**config.mk**
```make
export PLATFORM = sky130hd
export DESIGN_NAME = pport_regs
export DESIGN_NICKNAME = d
export VERILOG_FILES = /design/src/rtl/pport_pkg.sv /design/src/rtl/pport_ack_sync.sv /design/src/rtl/pport_irq.sv /design/src/rtl/pport_regs.sv
export SDC_FILE = /design/constraint.sdc
export NUM_CORES = 1
export LEC_CHECK = 0
export BUFFER_PORTS_ARGS = -buffer_cell sky130_fd_sc_hd__buf_4
export CAP_MARGIN = 20
export CORE_AREA = 2 2 67 69
export CTS_CLUSTER_DIAMETER = 150
export DETAILED_ROUTE_END_ITERATION = 6
export DIE_AREA = 0 0 69 71
export GPL_TIMING_DRIVEN = 0
export PLACE_DENSITY_LB_ADDON = 0.3
export SYNTH_ARGS = -nofsm -noshare
export SYNTH_HDL_FRONTEND = slang
export SYNTH_SLANG_ARGS = --single-unit
```
**constraint.sdc**
```tcl
create_clock -name clk -period 1.8 [get_ports clk]
set_input_delay 0.36 -clock clk [delete_from_list [all_inputs] [get_ports clk]]
set_output_delay 0.36 -clock clk [all_outputs]
set_load 0.005 [all_outputs]
```
**src/rtl/pport_pkg.sv**
```systemverilog
package pport_pkg;
  localparam int OFS_W = 3;

  localparam logic [OFS_W-1:0] OFS_DATA = 3'd0;
  localparam logic [OFS_W-1:0] OFS_STAT = 3'd1;
  localparam logic [OFS_W-1:0] OFS_CTRL = 3'd2;
  localparam logic [OFS_W-1:0] OFS_XADR = 3'd3;
  localparam logic [OFS_W-1:0] OFS_XDAT = 3'd4;

  localparam int CTL_TURN  = 5;  // data-line turnaround
  localparam int CTL_IRQEN = 4;  // acknowledge interrupt enable
  localparam int STS_ACK   = 6;  // acknowledge pin in the status byte
endpackage

```
**src/rtl/pport_ack_sync.sv**
```systemverilog
module pport_ack_sync #(
  parameter int STAGES = 2
) (
  input  logic clk,
  input  logic rst,
  input  logic pin_i,
  output logic fall_o
);
  logic [STAGES-1:0] chain_q;
  logic              prev_q;

  always_ff @(posedge clk) begin
    if (rst) begin
      chain_q <= '1;
      prev_q  <= 1'b1;
    end else begin
      chain_q <= {chain_q[STAGES-2:0], pin_i};
      prev_q  <= chain_q[STAGES-1];
    end
  end

  assign fall_o = prev_q & ~chain_q[STAGES-1];
endmodule

```
**src/rtl/pport_irq.sv**
```systemverilog
module pport_irq (
  input  logic clk,
  input  logic rst,
  input  logic set_i,
  input  logic clr_i,
  output logic irq_o
);
  logic irq_q;

  always_ff @(posedge clk) begin
    if (rst)        irq_q <= 1'b0;
    else if (set_i) irq_q <= 1'b1;
    else if (clr_i) irq_q <= 1'b0;
  end

  assign irq_o = irq_q;

  // a status read with no competing event leaves the request low
  a_r5_read_clears: assert property (@(posedge clk) disable iff (rst)
    (clr_i && !set_i) |=> !irq_o);

  // an event always leaves the request high, even beside a read
  a_r10_set_wins: assert property (@(posedge clk) disable iff (rst)
    set_i |=> irq_o);
endmodule

```
**src/rtl/pport_regs.sv**
```systemverilog
module pport_regs
  import pport_pkg::*;
#(
  parameter int DW         = 8,
  parameter int SYNC_DEPTH = 2
) (
  input  logic             clk,
  input  logic             rst,
  input  logic             bus_wr,
  input  logic             bus_rd,
  input  logic [OFS_W-1:0] bus_ofs,
  input  logic [DW-1:0]    bus_wdata,
  output logic [DW-1:0]    bus_rdata,
  input  logic [DW-1:0]    pin_data_in,
  output logic [DW-1:0]    pin_data_out,
  output logic             pin_data_oe,
  input  logic [DW-1:0]    pin_status,
  output logic [DW-1:0]    pin_ctrl,
  output logic             irq
);
  localparam logic [DW-1:0] FORCE_HI  = {2'b11, {(DW-2){1'b0}}};
  localparam logic [DW-1:0] EMPTY_VAL = '1;

  logic [DW-1:0] data_q, ctrl_q, xadr_q, xdat_q, rdata_q;
  logic          oe_q;
  logic          ack_fall, stat_rd;

  always_ff @(posedge clk) begin
    if (rst) begin
      data_q  <= '0;
      ctrl_q  <= FORCE_HI;
      xadr_q  <= '0;
      xdat_q  <= '0;
      rdata_q <= '0;
      oe_q    <= 1'b1;
    end else begin
      if (bus_wr) begin
        case (bus_ofs)
          OFS_DATA: data_q <= bus_wdata;
          OFS_CTRL: begin
            ctrl_q <= bus_wdata | FORCE_HI;
            oe_q   <= ~bus_wdata[CTL_TURN];
          end
          OFS_XADR: xadr_q <= bus_wdata;
          OFS_XDAT: xdat_q <= bus_wdata;
          default: ;
        endcase
      end
      if (bus_rd) begin
        case (bus_ofs)
          OFS_DATA: begin
            if (ctrl_q[CTL_TURN]) begin
              data_q  <= pin_data_in;
              rdata_q <= pin_data_in;
            end else begin
              rdata_q <= data_q;
            end
          end
          OFS_STAT: rdata_q <= pin_status;
          OFS_CTRL: rdata_q <= ctrl_q;
          OFS_XADR: rdata_q <= xadr_q;
          OFS_XDAT: rdata_q <= xdat_q;
          default:  rdata_q <= EMPTY_VAL;
        endcase
      end
    end
  end

  assign stat_rd = bus_rd && (bus_ofs == OFS_STAT);

  pport_ack_sync #(.STAGES(SYNC_DEPTH)) ack_sync_i (
    .clk   (clk),
    .rst   (rst),
    .pin_i (pin_status[STS_ACK]),
    .fall_o(ack_fall)
  );

  pport_irq irq_i (
    .clk  (clk),
    .rst  (rst),
    .set_i(ack_fall && ctrl_q[CTL_IRQEN]),
    .clr_i(stat_rd),
    .irq_o(irq)
  );

  assign bus_rdata    = rdata_q;
  assign pin_data_out = data_q;
  assign pin_ctrl     = ctrl_q;
  assign pin_data_oe  = oe_q;

  // the host never strobes read and write together (input assumption)
  a_r9_strobe_excl: assert property (@(posedge clk) disable iff (rst)
    !(bus_rd && bus_wr));

  // the reserved control bits stay high at all times
  a_r2_ctrl_top_high: assert property (@(posedge clk) disable iff (rst)
    pin_ctrl[DW-1:DW-2] == 2'b11);

  // the driver enable is the inverse of the turnaround bit
  a_r3_oe_follows_turn: assert property (@(posedge clk) disable iff (rst)
    pin_data_oe != pin_ctrl[CTL_TURN]);

  // a data read in turnaround mode captures the external bus
  a_r4_turn_capture: assert property (@(posedge clk) disable iff (rst)
    (bus_rd && bus_ofs == OFS_DATA && pin_ctrl[CTL_TURN])
      |=> (pin_data_out == $past(pin_data_in)));

  // with the enable clear no request can appear
  a_r6_gated_off: assert property (@(posedge clk) disable iff (rst)
    (!irq && !pin_ctrl[CTL_IRQEN]) |=> !irq);

  // empty offsets read as all ones
  a_r7_empty_read: assert property (@(posedge clk) disable iff (rst)
    (bus_rd && bus_ofs > OFS_XDAT) |=> (bus_rdata == EMPTY_VAL));

  // read data only moves on a read strobe
  a_r9_rdata_hold: assert property (@(posedge clk) disable iff (rst)
    !bus_rd |=> $stable(bus_rdata));
endmodule

```
# Word level (Yosys, flattened, before mapping)

Cells that the tools add are included.
Widths: inputs -> output; s select.

Input port bits: 31
Word-level logic and storage cells: 32
Register bits after elaboration: 43
Output and inout bits: 26

Bitwise logic cells: 3
Equal/unequal tests: 4
Reduce and logical (&&, ||, !) cells: 7
Muxes and demuxes: 9

Operator list:

| operator           | count |
|---|---|
| $mux 8             | 6 |
| $pmux 8 s5         | 1 |
| $eq 3x2->1 const B | 2 |
| $reduce_and 2->1   | 3 |
| $eq 3x1->1 const B | 1 |
| $eq 3x3->1 const B | 1 |
| $logic_not 3->1    | 1 |
| $logic_and 1x1->1  | 2 |
| $mux 1             | 2 |
| $not 1->1          | 2 |
| $reduce_bool 2->1  | 1 |
| $and 1x1->1        | 1 |

# Longest topological paths before layout

Gate-level depths: netlist of run 1.

Depth after elaboration: 6
Gate-level depth with buffers: 5

# Hierarchy

From an unflattened synthesis of run 1, not the netlist that was laid out.

Cell total of the unflattened synthesis: 236
Area total of the unflattened synthesis: 2110.8 sq um

Modules (own cells, without submodules):

| module         | cells an instance | instances | area each (sq um) |
|---|---|---|---|
| pport_regs     | 225               | 1         | 1986.9 |
| pport_ack_sync | 7                 | 1         | 85.1 |
| pport_irq      | 4                 | 1         | 38.8 |

# Worst setup path after synthesis of run 1

No wires, ideal clock.

Path kind: input -> register
From: input bus_ofs[1]
To: register data_q[1], in the netlist pin_data_out[1]
Cell stages on the path: 5
Data arrival time: 1.263 ns
Slack: 0.403 ns
Cell sequence: buf_6 > or3_1 > buf_2 > nor3_1 > a211oi_1

Cells in the longest elaborated chain, start to end: 6

Ends and longest elaborated chain:

| item                 | RTL line                           | source |
|---|---|---|
| from (decl)          | pport_regs.sv:11                   | `input logic [OFS_W-1:0] bus_ofs,` |
| $logic_not 3->1 (*)  | pport_regs.sv:38, pport_regs.sv:50 |  |
| $mux 8               | pport_regs.sv:38                   | `case (bus_ofs)` |
| $mux 8               | pport_regs.sv:37                   | `if (bus_wr) begin` |
| $mux 8               | pport_regs.sv:52                   | `if (ctrl_q[CTL_TURN]) begin` |
| $mux 8               | pport_regs.sv:50                   | `case (bus_ofs)` |
| $mux 8 (*)           | pport_regs.sv:49                   | `if (bus_rd) begin` |
| to (signal assigned) | pport_regs.sv:39                   | `OFS_DATA: data_q <= bus_wdata;` |
| to (signal assigned) | pport_regs.sv:53                   | `data_q <= pin_data_in;` |
| to (decl)            | pport_regs.sv:24                   | `logic [DW-1:0] data_q, ctrl_q, xadr_q, xdat_q, rdata_q;` |

Mark *: on every way between the ends. The rest lies on a longest branch, timed or not.
A chain may end at the register's enable or synchronous reset.

# Final worst setup path of run 1

From: register ctrl_q[5], in the netlist pin_ctrl[5]
To: register rdata_q[5], in the netlist bus_rdata[5]

Cells in the longest elaborated chain, start to end: 2

Ends and longest elaborated chain:

| item                   | RTL line         | source |
|---|---|---|
| from (decl)            | pport_regs.sv:24 |  |
| from (signal assigned) | pport_regs.sv:41 | `ctrl_q <= bus_wdata \| FORCE_HI;` |
| $mux 8                 | pport_regs.sv:52 |  |
| $pmux 8 s5 (*)         | pport_regs.sv:50 |  |
| to (signal assigned)   | pport_regs.sv:54 | `rdata_q <= pin_data_in;` |
| to (signal assigned)   | pport_regs.sv:56 | `rdata_q <= data_q;` |
| to (signal assigned)   | pport_regs.sv:59 | `OFS_STAT: rdata_q <= pin_status;` |
| to (decl)              | pport_regs.sv:24 |  |

Marked as above.

==> results of run 1 <==
[layout by cell type (no fill, tap or decap), types with 4 or more instances in the layout]
cell type  netlist  routed
buf_6            4       4
a211oi_1         8       8
clkbuf_1         7       8
clkbuf_8         0       5
a21oi_1         12      12
buf_2            6       6
buf_4            4      55
mux2i_1         31      31
mux2_2           4       4
nor2_1          26      26
nand2_1         22      22
dfxtp_1         43      43
nor3_1           8       8
[worst min-delay path by stage]
stage	slack, ns	end	depth (start not counted)
6_report	0.24	ack_sync_i.chain_q[0]$_SDFF_PP1_	2
3_3_place_gp	0.41	ack_sync_i.chain_q[1]$_SDFF_PP1_	1
5_1_grt	0.25	ack_sync_i.chain_q[0]$_SDFF_PP1_	2
3_5_place_dp	0.41	ack_sync_i.chain_q[1]$_SDFF_PP1_	1
4_1_cts	0.25	ack_sync_i.chain_q[0]$_SDFF_PP1_	2
2_1_floorplan	0.39	ack_sync_i.chain_q[1]$_SDFF_PP1_	1
[worst max-delay path: stages (launching register included)]
cell	delay, ns
dfxtp_1	0.42
buf_2	0.31
o21ai_0	0.13
a211o_1	0.33
a311oi_2	0.23
[cell usage after synthesis, types with 2 or more instances]
| cell | number |
|---|---|
| nand3b_1 | 3 |
| nor3_1 | 8 |
| o21ai_1 | 3 |
| a21o_1 | 3 |
| a21oi_1 | 12 |
| a211oi_1 | 8 |
| buf_4 | 4 |
| mux2_2 | 4 |
| inv_1 | 2 |
| buf_6 | 4 |
| a41oi_1 | 2 |
| nand2_1 | 22 |
| nor2_1 | 26 |
| dfxtp_1 | 43 |
| o21bai_1 | 2 |
| or2_2 | 3 |
| o31a_1 | 3 |
| buf_2 | 6 |
| nor2b_1 | 3 |
| o21ai_0 | 3 |
| mux2i_1 | 31 |
| clkbuf_1 | 7 |
| a311oi_1 | 2 |
| a221oi_1 | 3 |
[power by group through the flow]
stage / Combinational, uW / Sequential [uW] / Clock [uW]
finish: 292 / 1000 / 627
global placement: 286 / 1020 / 0
floorplan: 154 / 1020 / 0
CTS: 290 / 1000 / 619
global route: 316 / 1000 / 670
detailed placement: 290 / 1020 / 0
[cell families (layout without fill, tap and decap cells)]
family / count (synthesis) / after routing / synth area share (%)
compound gates: 51 / 51 / 17.2
buf+inv: 24 / 83 / 6.72
flops: 43 / 43 / 40.6
mux: 35 / 35 / 16.7
other cells: 1 / 2 / 0.177
simple gates: 76 / 76 / 18.6
[metrics by stage]
stage	total power [uW]	instance area [sq um]	cells	utilization (%)	hold slack, ns
3_3_place_gp	1310	2570	334	61.2	0.409
4_1_cts	1910	2660	342	63.2	0.248
5_1_grt	1990	2660	342	63.2	0.247
6_report	1920	2660	342	63.2	0.243
2_1_floorplan	1180	2130	231	-	0.389
3_5_place_dp	1310	2570	334	61.2	0.413
[routing by layer]
metal  GRT usage, %  vias up  part of all wire [%]
met5              0        -                     0
met4           10.2        0                   2.0
met3           8.26       16                   9.0
met2           43.1       98                    50
met1           28.6      926                    39
li1               -      938                     -
[sequential cells by signal, indices dropped and copies added, names as in the netlist]
signal              flops
irq_i.irq_o             1
ack_sync_i.chain_q      2
xdat_q                  8
pin_data_oe             1
pin_ctrl                6
ack_sync_i.prev_q       1
pin_data_out            8
xadr_q                  8
bus_rdata               8
[area by class of cell]
type	instances	area share [%]
clock buffer	6	2.73
multi-input combinational	164	42.2
tap	52	2.45
buffer	22	5.08
timing repair buffer	51	14.4
sequential	43	32.4
clock inverter	2	0.471
inverter	2	0.282
==> flow_summary.yaml, run 1 <==
final_layout:
  layout.nets: 320
  multi_input_area_sq_mm: 0.00112
  n_antenna_cell: 0
  area_growth_pct: 25.3
  n_fill_cell: 402
  post_route_cells_drive_above_1_share_pct: 28.6
  seqCellArea_sq_um: 861
timing:
  tns_ns: 0
  final-max-slew-violation-count: 0
  max_slew_margin_pct: 57.4
  grt_setup_unrepaired: "false"
  period_share_pct: 82.9
  fmax_mhz: 670
  worst_slack_ns: 0.307
  fin_crit_ns: 1.49
  max_slew.worst_pin.slew_ns: 0.639
  skew_ns: 0.00983
  hold_violations: 0
  setup_violations: 0
critical_path:
  endpoint: "bus_rdata[5]$_SDFFE_PP0P_"
  crit_fanout: 10
  end_kind: "register"
  r2r_cells: 4
  start_kind: "register"
  path_class: "reg -> reg"
  worst_ep_arrival_time_ns: 1.73
  worstPathRequired_ns: 2.03
  reg2reg_slack_ns: 0.31
  r2r_start: "pin_ctrl[5]$_SDFFE_PP0P_"
  worstReg2RegEnd: "bus_rdata[5]$_SDFFE_PP0P_"
  cp-startpoint: "pin_ctrl[5]$_SDFFE_PP0P_"
logic_synthesis:
  synthCells: 230
  avgSynthCellArea_sq_um: 9.23
  ys_seq_area_share_pct: 40.6
  yosys.area.top_type: "dfxtp_1"
  synth_ff_type: "dfxtp_1"
  synth_edf_count: 0
  async_flop_share_pct: 0
  yosys_warnings: 0
  synth.distinct_cells: 47
  ys_seq_elements: 43
  yosysTopAreaCellShare_pct: 40.6
  ys_top_cells_by_area: "dfxtp_1 41%, mux2i_1 15%, nor2_1 4.6%, nand2_1 3.9%, a21oi_1 2.8%"
  netlist_area_sq_mm: 0.00212
power:
  power.density_mw_per_mm2: 722
  seqPwrFrac_pct: 52.1
  p_int_uw: 1400
  ir_drop_mv: 0.420
  p_clk_share_pct: 32.7
  switchingPower_uw: 520
  power.leakage_uw: 0.00102
  swShare_pct: 27.1
  combPwrFrac_pct: 15.2
cts:
  cts_hold_buf: 0
  clkSinkCount: 43
  cts_buffers: 5
  postCtsSetupBuffers: 0
  cts_root_buf: "clkbuf_8"
  clk_pin_slew_ns: 0.08
  h-tree-depth: 2
  cts_tree: "yes"
  clk_latency_ns: 0.32
  post_cts_resized: 0
  cts_buffer_depth: 2
job:
  cap_violations: 0
placed_design:
  dp_hpwl_mm: 4.11
  portBuffers: 51
  post-place-ws_ns: 0.124
  gp_congestion: 0.912
grt:
  grt_usage_pct: 25.0
  grt_max_degree: 14
  grt_pass1_vias: 1882
  grt.overflow.total: 0
  grt_pass1_wl_mm: 9.42
  antenna_found_initial: 0
route:
  drc: 0
  totalWireLength_mm: 5.87
  drt-wirelength-per-cell_um: 17.2
  vias_per_cell: 5.78
  firstDrtPassIters: 4
  num_vias: 1978
  drt_iter0_markers: 135
  ant_nets: 0
hold_path:
  hp-start: "pin_status[6]"
  hold_path_class: "in -> reg"
die:
  start_util_pct: 50.5
  die_w_um: 69
  core_area_sq_mm: 0.00420
  io_pins: 57
  dieArea_sq_mm: 0.00490
  fp.dieH_um: 71
  placementRows: 24
status:
  status: "finished clean"
No activity file was read; power rests on OpenSTA's default activity.
==> run 2, diff against run 1 <==
--- a/config.mk
+++ b/config.mk
@@ -7,10 +7,10 @@
 export LEC_CHECK = 0
 export BUFFER_PORTS_ARGS = -buffer_cell sky130_fd_sc_hd__buf_4
 export CAP_MARGIN = 20
-export CORE_AREA = 2 2 67 69
+export CORE_AREA = 2 2 71 73
 export CTS_CLUSTER_DIAMETER = 150
 export DETAILED_ROUTE_END_ITERATION = 6
-export DIE_AREA = 0 0 69 71
+export DIE_AREA = 0 0 73 75
 export GPL_TIMING_DRIVEN = 0
 export PLACE_DENSITY_LB_ADDON = 0.3
 export SYNTH_ARGS = -nofsm -noshare
==> constraint.sdc (replaced) <==
create_clock -name clk -period 1.22 [get_ports clk]
set_input_delay 0.244 -clock clk [delete_from_list [all_inputs] [get_ports clk]]
set_output_delay 0.244 -clock clk [all_outputs]
set_load 0.005 [all_outputs]
==> run 2 against run 1 <==
Compared with the run above:
- critical endpoint unchanged
- worst setup slack worse by 0.43 ns
- clock-buffer cell count unchanged
- routed wire length up 2.7%
- critical path type unchanged
- utilization down 3.4 points
- the flow now finishes with violations (negative setup slack)
==> flow_summary.yaml, run 2 (synthesis gave the netlist of run 1 again) <==
timing:
  worst_slack_ns: -0.127
  max_slew.worst_pin.slew_ns: 0.626
  tns_ns: -0.259
  hold_violations: 0
  skew_ns: 0.00515
  grt_setup_unrepaired: "true"
  period_share_pct: 110
  final-max-slew-violation-count: 0
  fin_crit_ns: 1.35
  fmax_mhz: 742
  setup_violations: 4
  max_slew_margin_pct: 58.3
cts:
  cts_buffers: 5
  clk_pin_slew_ns: 0.08
  cts_root_buf: "clkbuf_8"
  h-tree-depth: 2
  clk_latency_ns: 0.30
  cts_buffer_depth: 2
  postCtsSetupBuffers: 0
  cts_hold_buf: 0
  cts_tree: "yes"
  clkSinkCount: 43
critical_path:
  crit_fanout: 4
  end_kind: "register"
  r2r_start: "pin_ctrl[5]$_SDFFE_PP0P_"
  reg2reg_slack_ns: -0.13
  worst_ep_arrival_time_ns: 1.56
  r2r_cells: 3
  worstReg2RegEnd: "bus_rdata[5]$_SDFFE_PP0P_"
  worst_path_largest_cell_delay_ns: 0.38
  worstPathRequired_ns: 1.43
  path_class: "reg -> reg"
  start_kind: "register"
  crit_chain: "or3b_1 -> a211o_1 -> a311oi_2"
  critical-path-slowest-cell: "or3b_1"
route:
  drc: 0
  firstDrtPassIters: 4
  vias_per_cell: 5.62
  ant_nets: 0
  drt_iter0_markers: 149
  totalWireLength_mm: 6.03
  drt-wirelength-per-cell_um: 17.5
  num_vias: 1934
power:
  total_power_uw: 3090
  power.density_mw_per_mm2: 1110
  power.leakage_uw: 0.00106
  ir_drop_mv: 0.810
final_layout:
  fin_area_sq_mm: 0.00279
  n_antenna_cell: 0
  seqCellArea_sq_um: 863
  n_fill_cell: 430
  layout_common_cells: "55 x buf_4, 41 x dfxtp_1, 29 x mux2i_1"
  multi_input_area_sq_mm: 0.00120
  post_route_cells_drive_above_1_share_pct: 34.1
  layout.nets: 320
  final_common_cell: "buf_4"
  area_growth_pct: 31.5
die:
  core_area_sq_mm: 0.00466
  io_pins: 57
  start_util_pct: 45.5
  placementRows: 25
  fp.dieH_um: 75
  dieArea_sq_mm: 0.00548
  die_w_um: 73
status:
  violations: "negative setup slack"
  status: "complete, but fails checks"
hold_path:
  whs_endpoint: "ack_sync_i.chain_q[0]$_SDFF_PP1_"
  hp-start: "pin_status[6]"
  worstHoldPathCells: 2
  hold_path_class: "in -> reg"
grt:
  antenna_found_initial: 0
  grt_pass1_wl_mm: 9.45
  grt_usage_pct: 23.5
  grt_pass1_vias: 1797
  grt.overflow.total: 0
  grt_max_degree: 14
job:
  cap_violations: 0
placed_design:
  portBuffers: 51
  gp_congestion: 0.875
  placed_area_sq_mm: 0.00263
  dp_hpwl_mm: 4.29
-- run 2: cell count changes in the layout (fill, tap and decap cells not counted), sizes merged --
cell / delta
bufinv: +1
clkinvlp: -1
-- run 2: power breakdown --
group	switching [uW]	internal, uW	leakage [uW]
Combinational	229	223	0.000651
Clock	494	663	0.0000612
Sequential	29.6	1450	0.000351
Total	752	2340	0.00106
-- run 2: how the worst max path moves through the flow --
stage                                       endpoint                      from  slack, ns
after floorplan            bus_rdata[5]$_SDFFE_PP0P_                bus_ofs[1]      -0.04
after global placement    pin_data_out[5]$_SDFF_PP0_                bus_ofs[0]      -0.27
after detailed placement  pin_data_out[5]$_SDFF_PP0_                bus_ofs[0]      -0.30
after CTS                  bus_rdata[5]$_SDFFE_PP0P_  pin_ctrl[5]$_SDFFE_PP0P_      -0.12
after global routing       bus_rdata[5]$_SDFFE_PP0P_  pin_ctrl[5]$_SDFFE_PP0P_      -0.14
final                      bus_rdata[5]$_SDFFE_PP0P_  pin_ctrl[5]$_SDFFE_PP0P_      -0.13
-- run 2: stage by stage --
stage	utilization, %	setup slack, ns	cells	hold WS, ns
after floorplan	-	-0.0363	231	0.351
after global routing	59.9	-0.143	344	0.144
after CTS	59.5	-0.118	344	0.145
after detailed placement	56.5	-0.299	336	0.410
final	59.9	-0.127	344	0.153
after global placement	56.5	-0.270	336	0.394
-- run 2: layout make-up --
class                           instances  area share (%)
Buffer                                 22            5.43
Clock buffer                            6            2.96
Clock inverter                          2            1.26
Inverter                                2           0.269
Multi-Input combinational cell        164            43.0
Sequential cell                        43            30.9
Tap cell                               54            2.42
Timing Repair Buffer                   51            13.7
-- run 2: per-layer routing --
layer,GRT usage [%],share of wire [%],routed length (um)
met1,30.5,43,2620
met2,38.5,48,2880
met3,4.69,7.1,430
met4,9.67,1.7,102
met5,0,0,0
-- run 2: worst max-delay path, delay by kind of cell, from the launching register on --
family	cells	cell delay (ns)
simple gates	1	0.38
compound gates	2	0.52
flops	1	0.36
-- run 2: repair_timing --
action | in CTS | in global routing
endpoints found under the setup margin | 15 | 11
endpoints found under the hold margin | 0 | 0
resized for setup | 7 | 2
